$ cat src/rtl/altb_pkg.sv
package altb_pkg;
  typedef enum logic [0:0] {ST_IDLE, ST_BUS} altb_state_e;

  // Mode bit 1: direction (1 = register to peripheral)
  function automatic logic mode_is_write(input logic [1:0] m);
    return m[1];
  endfunction

  // Mode bit 0: size (1 = long)
  function automatic logic mode_is_long(input logic [1:0] m);
    return m[0];
  endfunction
endpackage

$ cat src/rtl/altb_addr_gen.sv
module altb_addr_gen #(
  parameter int AW     = 24,
  parameter int NB     = 4,
  parameter int STRIDE = 2
) (
  input  logic                   clk,
  input  logic                   rst_n,
  input  logic                   load,
  input  logic [AW-1:0]          base,
  input  logic                   is_long,
  input  logic                   step,
  output logic [AW-1:0]          addr,
  output logic [$clog2(NB)-1:0]  idx,
  output logic                   last
);
  localparam int IW = $clog2(NB);
  localparam int WB = NB / 2;

  logic [AW-1:0] base_q;
  logic [IW-1:0] idx_q;

  always_ff @(posedge clk) begin
    if (!rst_n) begin
      base_q <= '0;
      idx_q  <= '0;
    end else if (load) begin
      base_q <= base;
      idx_q  <= '0;
    end else if (step && !last) begin
      idx_q <= idx_q + 1'b1;
    end
  end

  assign idx  = idx_q;
  assign addr = base_q + AW'(idx_q) * AW'(STRIDE);
  assign last = is_long ? (idx_q == IW'(NB - 1)) : (idx_q == IW'(WB - 1));


  addr_stride_chk: assert property (@(posedge clk) disable iff (!rst_n)
    (step && !last && !load) |=> (addr == $past(addr) + AW'(STRIDE)));
endmodule

$ cat src/rtl/altb_byte_path.sv
module altb_byte_path #(
  parameter int DW = 32,
  parameter int BW = 8
) (
  input  logic                          clk,
  input  logic                          rst_n,
  input  logic                          load,
  input  logic [DW-1:0]                 reg_in,
  input  logic                          is_long,
  input  logic [$clog2(DW/BW)-1:0]      idx,
  input  logic                          shift,
  input  logic [BW-1:0]                 rdata,
  output logic [BW-1:0]                 wdata,
  output logic [DW-1:0]                 reg_q,
  output logic [DW-1:0]                 read_result
);
  localparam int NB = DW / BW;
  localparam int IW = $clog2(NB);
  localparam int WB = NB / 2;
  localparam int WW = WB * BW;

  logic [DW-1:0] reg_r;
  logic [DW-1:0] acc_q;
  logic [DW-1:0] acc_nxt;
  logic [IW-1:0] sel;

  always_ff @(posedge clk) begin
    if (!rst_n) begin
      reg_r <= '0;
      acc_q <= '0;
    end else if (load) begin
      reg_r <= reg_in;
      acc_q <= '0;
    end else if (shift) begin
      acc_q <= acc_nxt;
    end
  end

  // Most significant byte first: byte slot counts down from the top
  assign sel     = (is_long ? IW'(NB - 1) : IW'(WB - 1)) - idx;
  assign wdata   = reg_r[sel*BW +: BW];
  assign acc_nxt = {acc_q[DW-BW-1:0], rdata};
  assign reg_q   = reg_r;

  generate
    if (DW > WW) begin : g_merge
      assign read_result = is_long ? acc_nxt : {reg_r[DW-1:WW], acc_nxt[WW-1:0]};
    end else begin : g_full
      assign read_result = acc_nxt;
    end
  endgenerate
endmodule

$ cat src/rtl/altbyte_xfer.sv
module altbyte_xfer #(
  parameter int AW = 24,
  parameter int DW = 32,
  parameter int BW = 8
) (
  input  logic          clk,
  input  logic          rst_n,
  input  logic          cmd_valid,
  output logic          cmd_ready,
  input  logic [1:0]    cmd_mode,
  input  logic [AW-1:0] cmd_base,
  input  logic [DW-1:0] cmd_reg,
  output logic          bus_req,
  output logic [AW-1:0] bus_addr,
  output logic          bus_we,
  output logic [BW-1:0] bus_wdata,
  input  logic          bus_ack,
  input  logic          bus_abort,
  input  logic [BW-1:0] bus_rdata,
  output logic [DW-1:0] res_reg,
  output logic          res_done,
  output logic          res_abort
);
  import altb_pkg::*;

  localparam int NB = DW / BW;
  localparam int IW = $clog2(NB);

  altb_state_e   state_q;
  logic          write_q, long_q;
  logic          accept, byte_ok, byte_fail, finish;
  logic [IW-1:0] idx;
  logic          last;
  logic [DW-1:0] reg_q, read_result;
  logic          done_q, abort_q;
  logic [DW-1:0] res_q;

  assign cmd_ready = (state_q == ST_IDLE);
  assign bus_req   = (state_q == ST_BUS);
  assign bus_we    = write_q;
  assign accept    = cmd_valid && cmd_ready;
  // Abort dominates a simultaneous acknowledge
  assign byte_fail = bus_req && bus_abort;
  assign byte_ok   = bus_req && bus_ack && !bus_abort;
  assign finish    = byte_ok && last;

  altb_addr_gen #(.AW(AW), .NB(NB), .STRIDE(2)) u_addr (
    .clk(clk), .rst_n(rst_n), .load(accept), .base(cmd_base),
    .is_long(long_q), .step(byte_ok), .addr(bus_addr), .idx(idx), .last(last)
  );

  altb_byte_path #(.DW(DW), .BW(BW)) u_data (
    .clk(clk), .rst_n(rst_n), .load(accept), .reg_in(cmd_reg),
    .is_long(long_q), .idx(idx), .shift(byte_ok && !write_q),
    .rdata(bus_rdata), .wdata(bus_wdata), .reg_q(reg_q),
    .read_result(read_result)
  );

  always_ff @(posedge clk) begin
    if (!rst_n) begin
      state_q <= ST_IDLE;
      write_q <= 1'b0;
      long_q  <= 1'b0;
      done_q  <= 1'b0;
      abort_q <= 1'b0;
      res_q   <= '0;
    end else begin
      done_q  <= finish;
      abort_q <= byte_fail;
      if (accept) begin
        state_q <= ST_BUS;
        write_q <= mode_is_write(cmd_mode);
        long_q  <= mode_is_long(cmd_mode);
      end else if (byte_fail) begin
        state_q <= ST_IDLE;
        res_q   <= reg_q;
      end else if (finish) begin
        state_q <= ST_IDLE;
        res_q   <= write_q ? reg_q : read_result;
      end
    end
  end

  assign res_done  = done_q;
  assign res_abort = abort_q;
  assign res_reg   = res_q;


  accept_starts_chk: assert property (@(posedge clk) disable iff (!rst_n)
    accept |=> (bus_req && bus_addr == $past(cmd_base)));

  hold_while_wait_chk: assert property (@(posedge clk) disable iff (!rst_n)
    (bus_req && !bus_ack && !bus_abort) |=>
      (bus_req && $stable(bus_addr) && $stable(bus_wdata) && $stable(bus_we)));

  abort_stops_chk: assert property (@(posedge clk) disable iff (!rst_n)
    (bus_req && bus_abort) |=> (!bus_req && res_abort && !res_done));

  done_single_chk: assert property (@(posedge clk) disable iff (!rst_n)
    res_done |=> !res_done);

  pulse_excl_chk: assert property (@(posedge clk) disable iff (!rst_n)
    !(res_done && res_abort));
endmodule

$ cat config.mk
export PLATFORM = sky130hd
export DESIGN_NAME = altbyte_xfer
export DESIGN_NICKNAME = d
export VERILOG_FILES = /design/src/rtl/altb_pkg.sv /design/src/rtl/altb_addr_gen.sv /design/src/rtl/altb_byte_path.sv /design/src/rtl/altbyte_xfer.sv
export SDC_FILE = /design/constraint.sdc
export NUM_CORES = 1
export LEC_CHECK = 0
export ABC_AREA = 0
export BUFFER_PORTS_ARGS = -buffer_cell sky130_fd_sc_hd__clkbuf_2
export CAP_MARGIN = 5
export CORE_MARGIN = 1
export CORE_UTILIZATION = 30
export DETAILED_ROUTE_END_ITERATION = 8
export PLACE_DENSITY = 0.57
export SLEW_MARGIN = 20
export SYNTH_ARGS = -nofsm -noshare
export SYNTH_HDL_FRONTEND = slang
export SYNTH_SLANG_ARGS = --single-unit
$ cat constraint.sdc
create_clock -name clk -period 1.9 [get_ports clk]
set_input_delay 0.19 -clock clk [delete_from_list [all_inputs] [get_ports clk]]
set_output_delay 0.19 -clock clk [all_outputs]
set_load 0.02 [all_outputs]
# Yosys cells after proc, flatten, opt, wreduce, memory -nomap -nowiden
# Cells that the tools add are included.
[word_totals]
regBits = 119
inputBits = 71
output_inout_bits = 69
elab_cells = 42
[op_classes]
addsub = 3
n_eq_ne = 2
shifts = 1
mux = 9
bitwise_logic = 3
n_reduce_logical = 14
[ops]
columns = ["cell", "n"]
rows = [
  ["2-to-1 mux 32 bit", 4],
  ["indexed part select 32 x 6 -> 8 bit", 1],
  ["adder 24 x 3 -> 24 bit", 1],
  ["logical AND 1 bit", 7],
  ["2-to-1 mux 1 bit", 4],
  ["zero test 1 bit", 3],
  ["inverter 1 bit", 3],
  ["nonzero test 3 bit", 1],
  ["adder 2 x 1 -> 2 bit (second input constant)", 1],
  ["== test 2 x 1 -> 1 bit (second input constant)", 1],
  ["== test 2 bit (second input constant)", 1],
  ["2-to-1 mux 2 bit", 1],
  ["AND reduction 2 bit", 1],
  ["nonzero test 2 bit", 1],
  ["OR reduction 2 bit", 1],
  ["subtractor 2 bit", 1],
]

# Depth between registers and ports, before layout
# Gate-level depths: netlist (run 1).
[depth]
depth_word = 6
depth_mapped = 7
mapped_depth_nobuf = 7

# Modules after synthesis
# From an unflattened synthesis (run 1), not the netlist that was laid out.
[unflattened]
cells_unflattened = 550
area_unflattened_um2 = 5948.2
[by_module_without_submodules]
columns = ["module", "instances", "cells_per_inst", "area_each_um2", "seq_area_each_um2"]
rows = [
  ["altb_byte_path", 1, 226, 2591.2, 1121.1],
  ["altbyte_xfer", 1, 168, 1884.3, 740.7],
  ["altb_addr_gen", 1, 156, 1472.7, 520.5],
]

# Worst setup path after synthesis (run 1)
# Ideal clock, no wire load.
[synth_timing]
kind = "register to output"
from = "reg u_addr.idx_q[0], in the netlist u_addr.idx[0]"
to = "out bus_addr[17]"
t_arrival_ns = 2.126
required_time_ns = 1.710
setup_slack_ns = -0.416
path_stages_with_launch = 8
path_buffers = 0
cell_sequence = "dfxtp_1 > ha_1 > inv_1 > fa_1 > nand2b_1 > nor4_2 > nand4_1 > xnor2_1"
[synth_between]
elab_chain_len = 1
[synth_rtl]
columns = ["item", "line", "source"]
rows = [
  ["from (decl)", "altb_addr_gen.sv:20", "logic [IW-1:0] idx_q;"],
  ["from (signal assigned)", "altb_addr_gen.sv:30", "idx_q <= idx_q + 1'b1;"],
  ["adder 24 x 3 -> 24 bit", "altb_addr_gen.sv:35", "assign addr = base_q + AW'(idx_q) * AW'(STRIDE);"],
  ["to (decl)", "altbyte_xfer.sv:14", "output logic [AW-1:0] bus_addr,"],
]
# No other way between the ends.

# Final worst setup path (run 1)
[layout_timing]
from = "reg u_addr.base_q[1]"
to = "out bus_addr[23]"
[layout_between]
elab_chain_len = 1
[layout_rtl]
columns = ["item", "line", "source"]
rows = [
  ["from (decl)", "altb_addr_gen.sv:19", "logic [AW-1:0] base_q;"],
  ["from (signal assigned)", "altb_addr_gen.sv:27", "base_q <= base;"],
  ["adder 24 x 3 -> 24 bit", "altb_addr_gen.sv:35", ""],
]
# No other way between the ends.

==> results of run 1 <==
-- cell usage after synthesis --
library cell and n:
a21oi_1 110, a21oi_2 1, a311oi_1 10, and2_1 3, and3_1 2, and3b_1 1, and4_1 3, buf_1 2
buf_2 7, buf_4 3, buf_6 2, clkbuf_1 33, clkinv_1 1, dfxtp_1 119, fa_1 1, ha_1 2
inv_1 5, mux2i_1 22, mux4_2 8, nand2_1 186, nand2_2 1, nand2b_1 3, nand3_1 17, nand4_1 4
nor2_1 9, nor2b_1 2, nor3_1 1, nor4_2 2, o211a_1 6, o21ai_0 12, o21bai_2 1, o31ai_1 16
or2_2 1, xnor2_1 15, xor2_1 6, xor2_2 1
-- routing by layer --
layer	track usage, %	vias up	routed length [um]
met2	31.30	159	8086
met5	0	-	0
met1	25.96	2451	7703
li1	-	2524	-
met4	9.259	0	491
met3	4.674	36	1048
-- power by group --
group | internal (mW) | switching (mW) | total [mW] | leakage, nW
logic | 0.468 | 0.546 | 1.01 | 2.23
registers | 2.62 | 0.116 | 2.74 | 0.975
clock network | 2.57 | 1.13 | 3.70 | 0.331
total | 5.66 | 1.79 | 7.45 | 3.53
-- path summary, 6_finish.rpt --
kind | end | slack (ns) | cells after the start
worst max-delay path | bus_addr[23] | -0.53 | 9
worst max register to register | res_reg[1] | 0.05 | 9
worst min-delay path | u_data.reg_q[11] | 0.009 | 3
worst min register to register | u_data.acc_q[23] | 0.45 | 2
-- final cells by class --
type,instances,area (um^2)
Sequential cell,119,2395
Inverter,6,22.52
Tap cell,220,275.3
Multi-Input combinational cell,446,2829
Timing Repair Buffer,230,1794
Clock buffer,25,526.8
Clock inverter,6,157.7
Fill cell,1573,8642
-- stage by stage --
step	area [um^2]	total power, mW	util, %	TNS, ns	worst slack (ns)
2_1_floorplan	5264	3.260	-	-0.03522	-0.03522
3_3_place_gp	6369	3.624	38.27	-0.1288	-0.04356
3_5_place_dp	6369	3.628	38.27	-0.3411	-0.07459
4_1_cts	7826	7.460	47.03	-9.429	-0.5141
5_1_grt	8000	7.724	48.07	-10.12	-0.6244
6_report	8000	7.453	48.07	-7.756	-0.5287
-- timing repair --
action                                 4_1_cts  5_1_grt
hold buffers                                38        0
resized for setup                           66       51
endpoints found under the hold margin       38        0
setup endpoints to repair                   29       30
setup buffers                               11        5
gates cloned                                 1        2
pin swaps                                   19       12
-- logic make-up (layout without fill, tap and decap cells) --
kind of cell    Yosys count  count (layout)  share of synthesized area [%]
mux                      30              30                          7.786
simple gates            235             235                          19.10
fa+ha+maj                 3               3                         0.8759
compound gates          156             156                          17.47
buf+inv                  53             267                          4.550
flops                   119             119                          46.33
xor+xnor                 22              22                          3.893
-- worst max-delay path: stages (launching register included) --
cell	delay, ns
dfxtp_2	0.34
ha_4	0.14
inv_2	0.03
fa_2	0.35
nand2b_4	0.16
nor4_4	0.15
buf_4	0.19
nand3_2	0.10
xnor2_2	0.18
clkbuf_8	0.17
==> flow_summary.json, run 1 <==
{
  "cts_made_buffers": 17,
  "slew_headroom_pct": 65.99,
  "pin_count": 140,
  "die-area_um2": 17670,
  "area_growth_pct": 55.57,
  "rows": 47,
  "hold_violations": 0,
  "antenna_found_initial": 0,
  "setup_viol_count_final": 28,
  "dp.cells": 968,
  "insertedDiodeCount": 0,
  "crit_start": "u_addr.base_q[1]",
  "clock-sinks": 119,
  "synth_warnings": 0,
  "required_ns": 1.71,
  "finalCritPeriodShare_pct": 127.8,
  "crit_path_max_fanout": 4,
  "power_density_nw_per_um2": 931.6,
  "final_layout_size_suffix_gt1_share_pct": 33.77,
  "via_per_inst": 4.914,
  "rsz0062_at_grt": "yes",
  "drt_iter0_drc": 309,
  "synth_top_area_share_pct": 46.33,
  "die_h_um": 132.9,
  "synth_cell_types": 36,
  "via_count": 5170,
  "status": "complete, but fails checks",
  "grt_max_degree": 55,
  "grt_pass1_vias": 5001,
  "ys_seq_area_share_pct": 46.33,
  "fin_ws_ns": -0.5287,
  "end_kind": "output pin",
  "cts_max_path_buffers": 2,
  "yosysTopAreaCell": "dfxtp_1",
  "mostFrequentLayoutCells": "182 x nand2_1, 113 x dfxtp_1, 110 x clkbuf_2",
  "dieWidth_um": 132.9,
  "violations": "negative setup slack",
  "gp_congestion": 0.8323,
  "layout.nets": 894,
  "hold_class": "input pin to flop",
  "min-delay-start": "cmd_reg[11]",
  "synth_nets": 692,
  "whs_ns": 0.009387,
  "ys_seq_elements": 119,
  "drc_errors": 0,
  "start_util_pct": 30.90,
  "routedWlPerCell_um": 16.47,
  "clock_latency_ns": 0.42,
  "firstDrtPassIters": 5,
  "syn_area_um2": 5142,
  "slew_viol_final": 0,
  "cts_tree": "built",
  "wl_mm": 17.33,
  "crit_arrival_ns": 2.24,
  "synthCells": 618,
  "cellLeakagePower_nw": 3.532,
  "drv_cap": 0,
  "critPathKind": "flop to output pin",
  "clkTransAtPathRegs_ns": 0.05,
  "grt_pass1_wl_mm": 26.85,
  "cts_root_buffer": "clkbuf_16",
  "tightest_slew_ns": 0.5094,
  "finClkSkew_ns": 0.006776,
  "grt_usage_pct": 19.99,
  "cts_max_level": 4,
  "fin_crit_ns": 2.429,
  "finalNonFillerCells": 1052,
  "globalRoute.totalOverflow": 0,
  "core-area_um2": 16640,
  "cp-start-kind": "flop",
  "synth.avg_cell_area_um2": 8.321,
  "io_buffer_count": 139,
  "ir_worst_vdd_v": 0.0006608,
  "final_common_cell": "nand2_1",
  "fmax_mhz": 411.8,
  "r2r_start": "u_addr.idx[1]",
  "dpl.hpwl_mm": 11.89,
  "drtAntennaViolNets": 0,
  "yosys-top-cells-area": "dfxtp_1 46%, nand2_1 14%, a21oi_1 11%, mux2i_1 4.3%, mux4_2 3.5%"
}
No activity file was read; power rests on OpenSTA's default activity.
==> run 2, diff against run 1 <==
- ABC_CLOCK_PERIOD_IN_PS: not set -> 1900
- CTS_BUF_LIST: not set -> sky130_fd_sc_hd__clkbuf_16
- GPL_TIMING_DRIVEN: not set -> 0
==> run 2 against run 1 <==
- maximum frequency decreased by 3.3%
- critical endpoint is now bus_addr[17]
- clock power decreased by 28%
- largest power group is now sequential cells
- non-clock buffer count decreased by 5
- total power decreased by 15%
- routed wire length about the same
- hold slack about the same
- sequential cell count unchanged
- combinational power decreased by 10%
- register-to-register slack improved by 0.04 ns
- clock skew decreased by 0.0015 ns
- core utilization decreased by 4.0 points
- the flow still finishes with violations (negative setup slack)
- sequential share of layout area increased by 2.7 points
==> flow_summary.json, run 2 (synthesis results as in run 1) <==
{
  "dpl.hpwl_mm": 12.82,
  "setup_viol_count_final": 29,
  "fin_crit_ns": 2.512,
  "slew_viol_final": 0,
  "status": "complete, but fails checks",
  "routedWlPerCell_um": 16.55,
  "cts_root_buffer": "clkbuf_16",
  "min-delay-start": "cmd_reg[27]",
  "min_path_cells": 3,
  "tightest_slew_ns": 0.5623,
  "clock-sinks": 119,
  "crit_arrival_ns": 2.32,
  "drtAntennaViolNets": 0,
  "dp.cells": 976,
  "critPathKind": "flop to output pin",
  "crit_path_max_fanout": 5,
  "insertedDiodeCount": 0,
  "cts_max_path_buffers": 2,
  "cp-start-kind": "flop",
  "via_count": 5006,
  "via_per_inst": 4.781,
  "core-area_um2": 16640,
  "grt_pass1_wl_mm": 26.46,
  "holdPathEnd": "u_data.reg_q[27]",
  "cts_max_level": 4,
  "start_util_pct": 30.90,
  "cellLeakagePower_nw": 3.202,
  "fmax_mhz": 398.1,
  "finClkSkew_ns": 0.005302,
  "grt_max_degree": 17,
  "pin_count": 140,
  "area_growth_pct": 42.75,
  "wl_met3_um": 886,
  "finalCritPeriodShare_pct": 132.2,
  "rsz0062_at_grt": "yes",
  "firstDrtPassIters": 4,
  "drc_errors": 0,
  "final_common_cell": "nand2_1",
  "globalRoute.totalOverflow": 0,
  "required_ns": 1.71,
  "rows": 47,
  "layout.nets": 889,
  "wl_mm": 17.32,
  "wl_met2_mm": 8.188,
  "violations": "negative setup slack",
  "clkTransAtPathRegs_ns": 0.05,
  "r2r-end": "res_reg[24]",
  "hold_violations": 0,
  "slew_headroom_pct": 62.51,
  "fin_ws_ns": -0.6119,
  "die_h_um": 132.9,
  "dieWidth_um": 132.9,
  "cts_tree": "built",
  "grt_usage_pct": 19.80,
  "wl_met1_mm": 7.938,
  "ir_worst_vdd_v": 0.0006256,
  "hold_class": "input pin to flop",
  "drv_cap": 0,
  "io_buffer_count": 138,
  "die-area_um2": 17670,
  "ff2ff_path_depth": 8,
  "finalNonFillerCells": 1047,
  "cts_made_buffers": 17,
  "drt_iter0_drc": 307,
  "end_kind": "output pin",
  "clock_latency_ns": 0.41,
  "placed_cell_area_um2": 6230,
  "antenna_found_initial": 0,
  "mostFrequentLayoutCells": "186 x nand2_1, 124 x clkbuf_2, 114 x dfxtp_1",
  "power_density_nw_per_um2": 860.9,
  "final_layout_size_suffix_gt1_share_pct": 27.45,
  "regToRegSetupSlack_ns": 0.09,
  "final_cell_area_um2": 7341,
  "r2r_start": "u_addr.idx[1]",
  "gp_congestion": 0.8466,
  "highest_layer": "met4",
  "grt_pass1_vias": 4856
}
-- run 2: area by class of cell --
class                   instances  area (um^2)
fillers                      1675         9301
well taps                     220        275.3
inverters                       6        22.52
repair buffers                178         1219
multi-input cells             446         2720
flip-flops and latches        119         2396
clock buffers                  17        425.4
plain buffers                  47        226.5
clock inverters                14        56.30
-- run 2: how the worst max path moves through the flow --
stage | startpoint | to | depth (start not counted)
detailed placement | u_addr.idx[1] | bus_addr[17] | 7
global placement | u_addr.idx[1] | bus_addr[17] | 7
floorplan | u_addr.idx[0] | bus_addr[17] | 7
global route | u_addr.base_q[1] | bus_addr[17] | 9
CTS | u_addr.base_q[1] | bus_addr[17] | 9
finish | u_addr.base_q[1] | bus_addr[17] | 9
-- run 2: metal layers --
layer,GRT usage [%],vias up
met5,0,-
li1,-,2517
met3,4.368,21
met2,32.43,158
met1,25.40,2310
met4,7.344,0
-- run 2: report_power, final --
part	internal (mW)	switching (mW)	total (mW)	leakage, nW
Clock	1.59	1.07	2.66	0.261
Sequential	2.62	0.135	2.76	0.975
Combinational	0.387	0.517	0.904	1.97
-- run 2: critical path: stages, from the launching register on --
cell and delay, ns:
dfxtp_2 0.35, ha_4 0.14, inv_2 0.03, fa_2 0.34, nand2b_4 0.16, nor4_4 0.26, buf_6 0.16, nand4_1 0.13
xnor2_2 0.18, clkbuf_8 0.17
-- run 2: per-stage QoR --
stage	setup TNS [ns]	hold WS, ns	worst slack, ns	total power, mW	util (%)
after floorplan	-0.03522	0.3184	-0.03522	3.260	-
after global placement	-3.101	0.4152	-0.2768	3.593	37.43
after detailed placement	-3.500	0.4196	-0.2939	3.597	37.43
after CTS	-11.27	0.0002875	-0.6095	6.346	43.60
after global routing	-13.25	0.01908	-0.7006	6.553	44.11
final	-10.81	0.009695	-0.6119	6.319	44.11
-- run 2: repair_timing --
item	in CTS	in global routing
setup endpoints to repair	44	83
resized for setup	46	33
buffers inserted	8	2
gates cloned	1	0
pin swaps	7	4
hold endpoints to repair	29	0
hold buffers	29	0
==> run 3, diff against run 2 <==
- ABC_CLOCK_PERIOD_IN_PS: 1900 -> 2950
- PLACE_DENSITY: 0.57 -> not set
- PLACE_DENSITY_LB_ADDON: not set -> 0.25
- clock period: 1.9 -> 2.95 ns (I/O delays scaled with it)
==> run 3 against run 2 <==
- the run now ends clean
- sequential power down 36%
- combinational power down 44%
- non-clock buffer count down 40
- via count down 2.6%
- sequential share of layout area up 3.0 points
- die area unchanged
- total power down 32%
- global-route usage down 0.59 points
- setup slack better by 0.77 ns
- clock power down 24%
- clock skew up 0.0076 ns
- critical path type unchanged
==> flow_summary.json, run 3 (synthesis results as in run 1) <==
{
  "status": "complete, no violations",
  "regArea_um2": 2387,
  "grt_pass1_wl_mm": 25.32,
  "path_cells": "ha_1, inv_1, fa_1, nand2b_4, or2_2, nor2_1, xor2_1, clkbuf_2",
  "post_cts_buffers": 0,
  "final_layout_size_suffix_gt1_share_pct": 24.62,
  "finalPower_mw": 4.288,
  "clkTransAtPathRegs_ns": 0.06,
  "globalRoute.totalOverflow": 0,
  "cts_made_buffers": 17,
  "cts_root_buffer": "clkbuf_16",
  "cts_max_path_buffers": 2,
  "grt_usage_pct": 19.22,
  "fin_crit_ns": 2.793,
  "cp_num_buf_inv": 2,
  "whs_ns": 0.09529,
  "gp_congestion": 0.8468,
  "drc_errors": 0,
  "layout.nets": 849,
  "tightest_slew_ns": 0.6357,
  "critPathSlowestCell": "fa_1",
  "multi_input_area_um2": 2542,
  "insertedDiodeCount": 0,
  "cts_max_level": 4,
  "die_h_um": 132.9,
  "antenna_found_initial": 0,
  "hold_class": "input pin to flop",
  "cp_slowest_stage_delay_ns": 0.43,
  "crit_start": "u_addr.idx[0]",
  "cellLeakagePower_nw": 2.924,
  "fillers": 1716,
  "ir_worst_vdd_v": 0.0004064,
  "dp.cells": 976,
  "start_util_pct": 30.90,
  "rows": 47,
  "final_common_cell": "nand2_1",
  "cp-start-kind": "flop",
  "finClkSkew_ns": 0.01291,
  "drt_iter0_drc": 317,
  "cts_tree": "built",
  "power_density_nw_per_um2": 639.9,
  "clock-sinks": 119,
  "via_count": 4877,
  "die-area_um2": 17670,
  "core-area_um2": 16640,
  "slew_viol_final": 0,
  "critPathKind": "flop to output pin",
  "drtAntennaViolNets": 0,
  "area_growth_pct": 30.32,
  "pin_count": 140,
  "drv_cap": 0,
  "setup_viol_count_final": 0,
  "min-delay-start": "cmd_base[2]",
  "fmax_mhz": 358.0,
  "io_buffer_count": 138,
  "hold_violations": 0,
  "critPathTopFamily": "simple AND/OR/NAND/NOR gates",
  "r2r_start": "bus_req",
  "mostFrequentLayoutCells": "186 x nand2_1, 137 x clkbuf_2, 117 x dfxtp_1",
  "clock_latency_ns": 0.42,
  "grt_pass1_vias": 4468,
  "routedWlPerCell_um": 16.64,
  "crit_path_max_fanout": 6,
  "setup_tns_ns": 0,
  "firstDrtPassIters": 5,
  "fin_util_pct": 40.27,
  "cts_hold_buf": 0,
  "required_ns": 2.65,
  "rsz0062_at_grt": "no",
  "dieWidth_um": 132.9,
  "finalNonFillerCells": 1008,
  "dpl.hpwl_mm": 12.66,
  "end_kind": "output pin",
  "grt_max_degree": 17,
  "crit_arrival_ns": 2.50,
  "finalCritPeriodShare_pct": 94.68,
  "wl_mm": 16.77,
  "via_per_inst": 4.838,
  "slew_headroom_pct": 57.46
}
-- run 3: power breakdown --
group          switching [mW]  internal (mW)
combinational           0.317          0.188
sequential             0.0808           1.69
clock                   0.715           1.30
-- run 3: final cells by class --
class | instances | share of cell area (%)
inverters | 6 | 0.3361
flip-flops and latches | 119 | 35.62
repair buffers | 138 | 10.31
clock buffers | 17 | 6.348
plain buffers | 47 | 3.155
well taps | 220 | 4.108
clock inverters | 15 | 2.184
multi-input cells | 446 | 37.94
-- run 3: worst reg2reg max path: cells and delay by family (launching register included) --
family / cells / cell delay [ns]
compound gates: 1 / 0.13
buf+inv: 2 / 0.94
flops: 1 / 0.39
simple gates: 2 / 0.52
-- run 3: stage by stage --
stage	instance area [um^2]	worst slack (ns)
final	6701	0.1569
after detailed placement	6108	0.1364
after floorplan	5142	0.5288
after global placement	6108	0.1653
after CTS	6690	0.04230
after global routing	6701	0.02029
-- run 3: per-layer routing --
| metal | routed length, um | vias to the layer above | GRT usage, % | share of wire [%] |
|---|---|---|---|---|
| met5 | 0 | - | 0 | 0 |
| met4 | 388 | 0 | 6.705 | 2.3 |
| met3 | 1300 | 29 | 5.019 | 7.8 |
| met2 | 7378 | 194 | 29.20 | 44 |
| met1 | 7706 | 2220 | 26.16 | 46 |
| li1 | - | 2434 | - | - |
-- run 3: worst paths after layout --
check / to / depth (start not counted) / slack (ns)
setup reg to reg: u_addr.base_q[9] / 5 / 0.92
hold reg to reg: u_data.acc_q[21] / 2 / 0.46
setup / recovery: bus_addr[9] / 8 / 0.16
hold / removal: u_addr.base_q[2] / 3 / 0.1
-- run 3: repair_timing --
action                                  4_1_cts  5_1_grt
gates cloned                                  0        0
pin swaps                                     1        0
resized for setup                             2        4
endpoints found under the setup margin        8        7
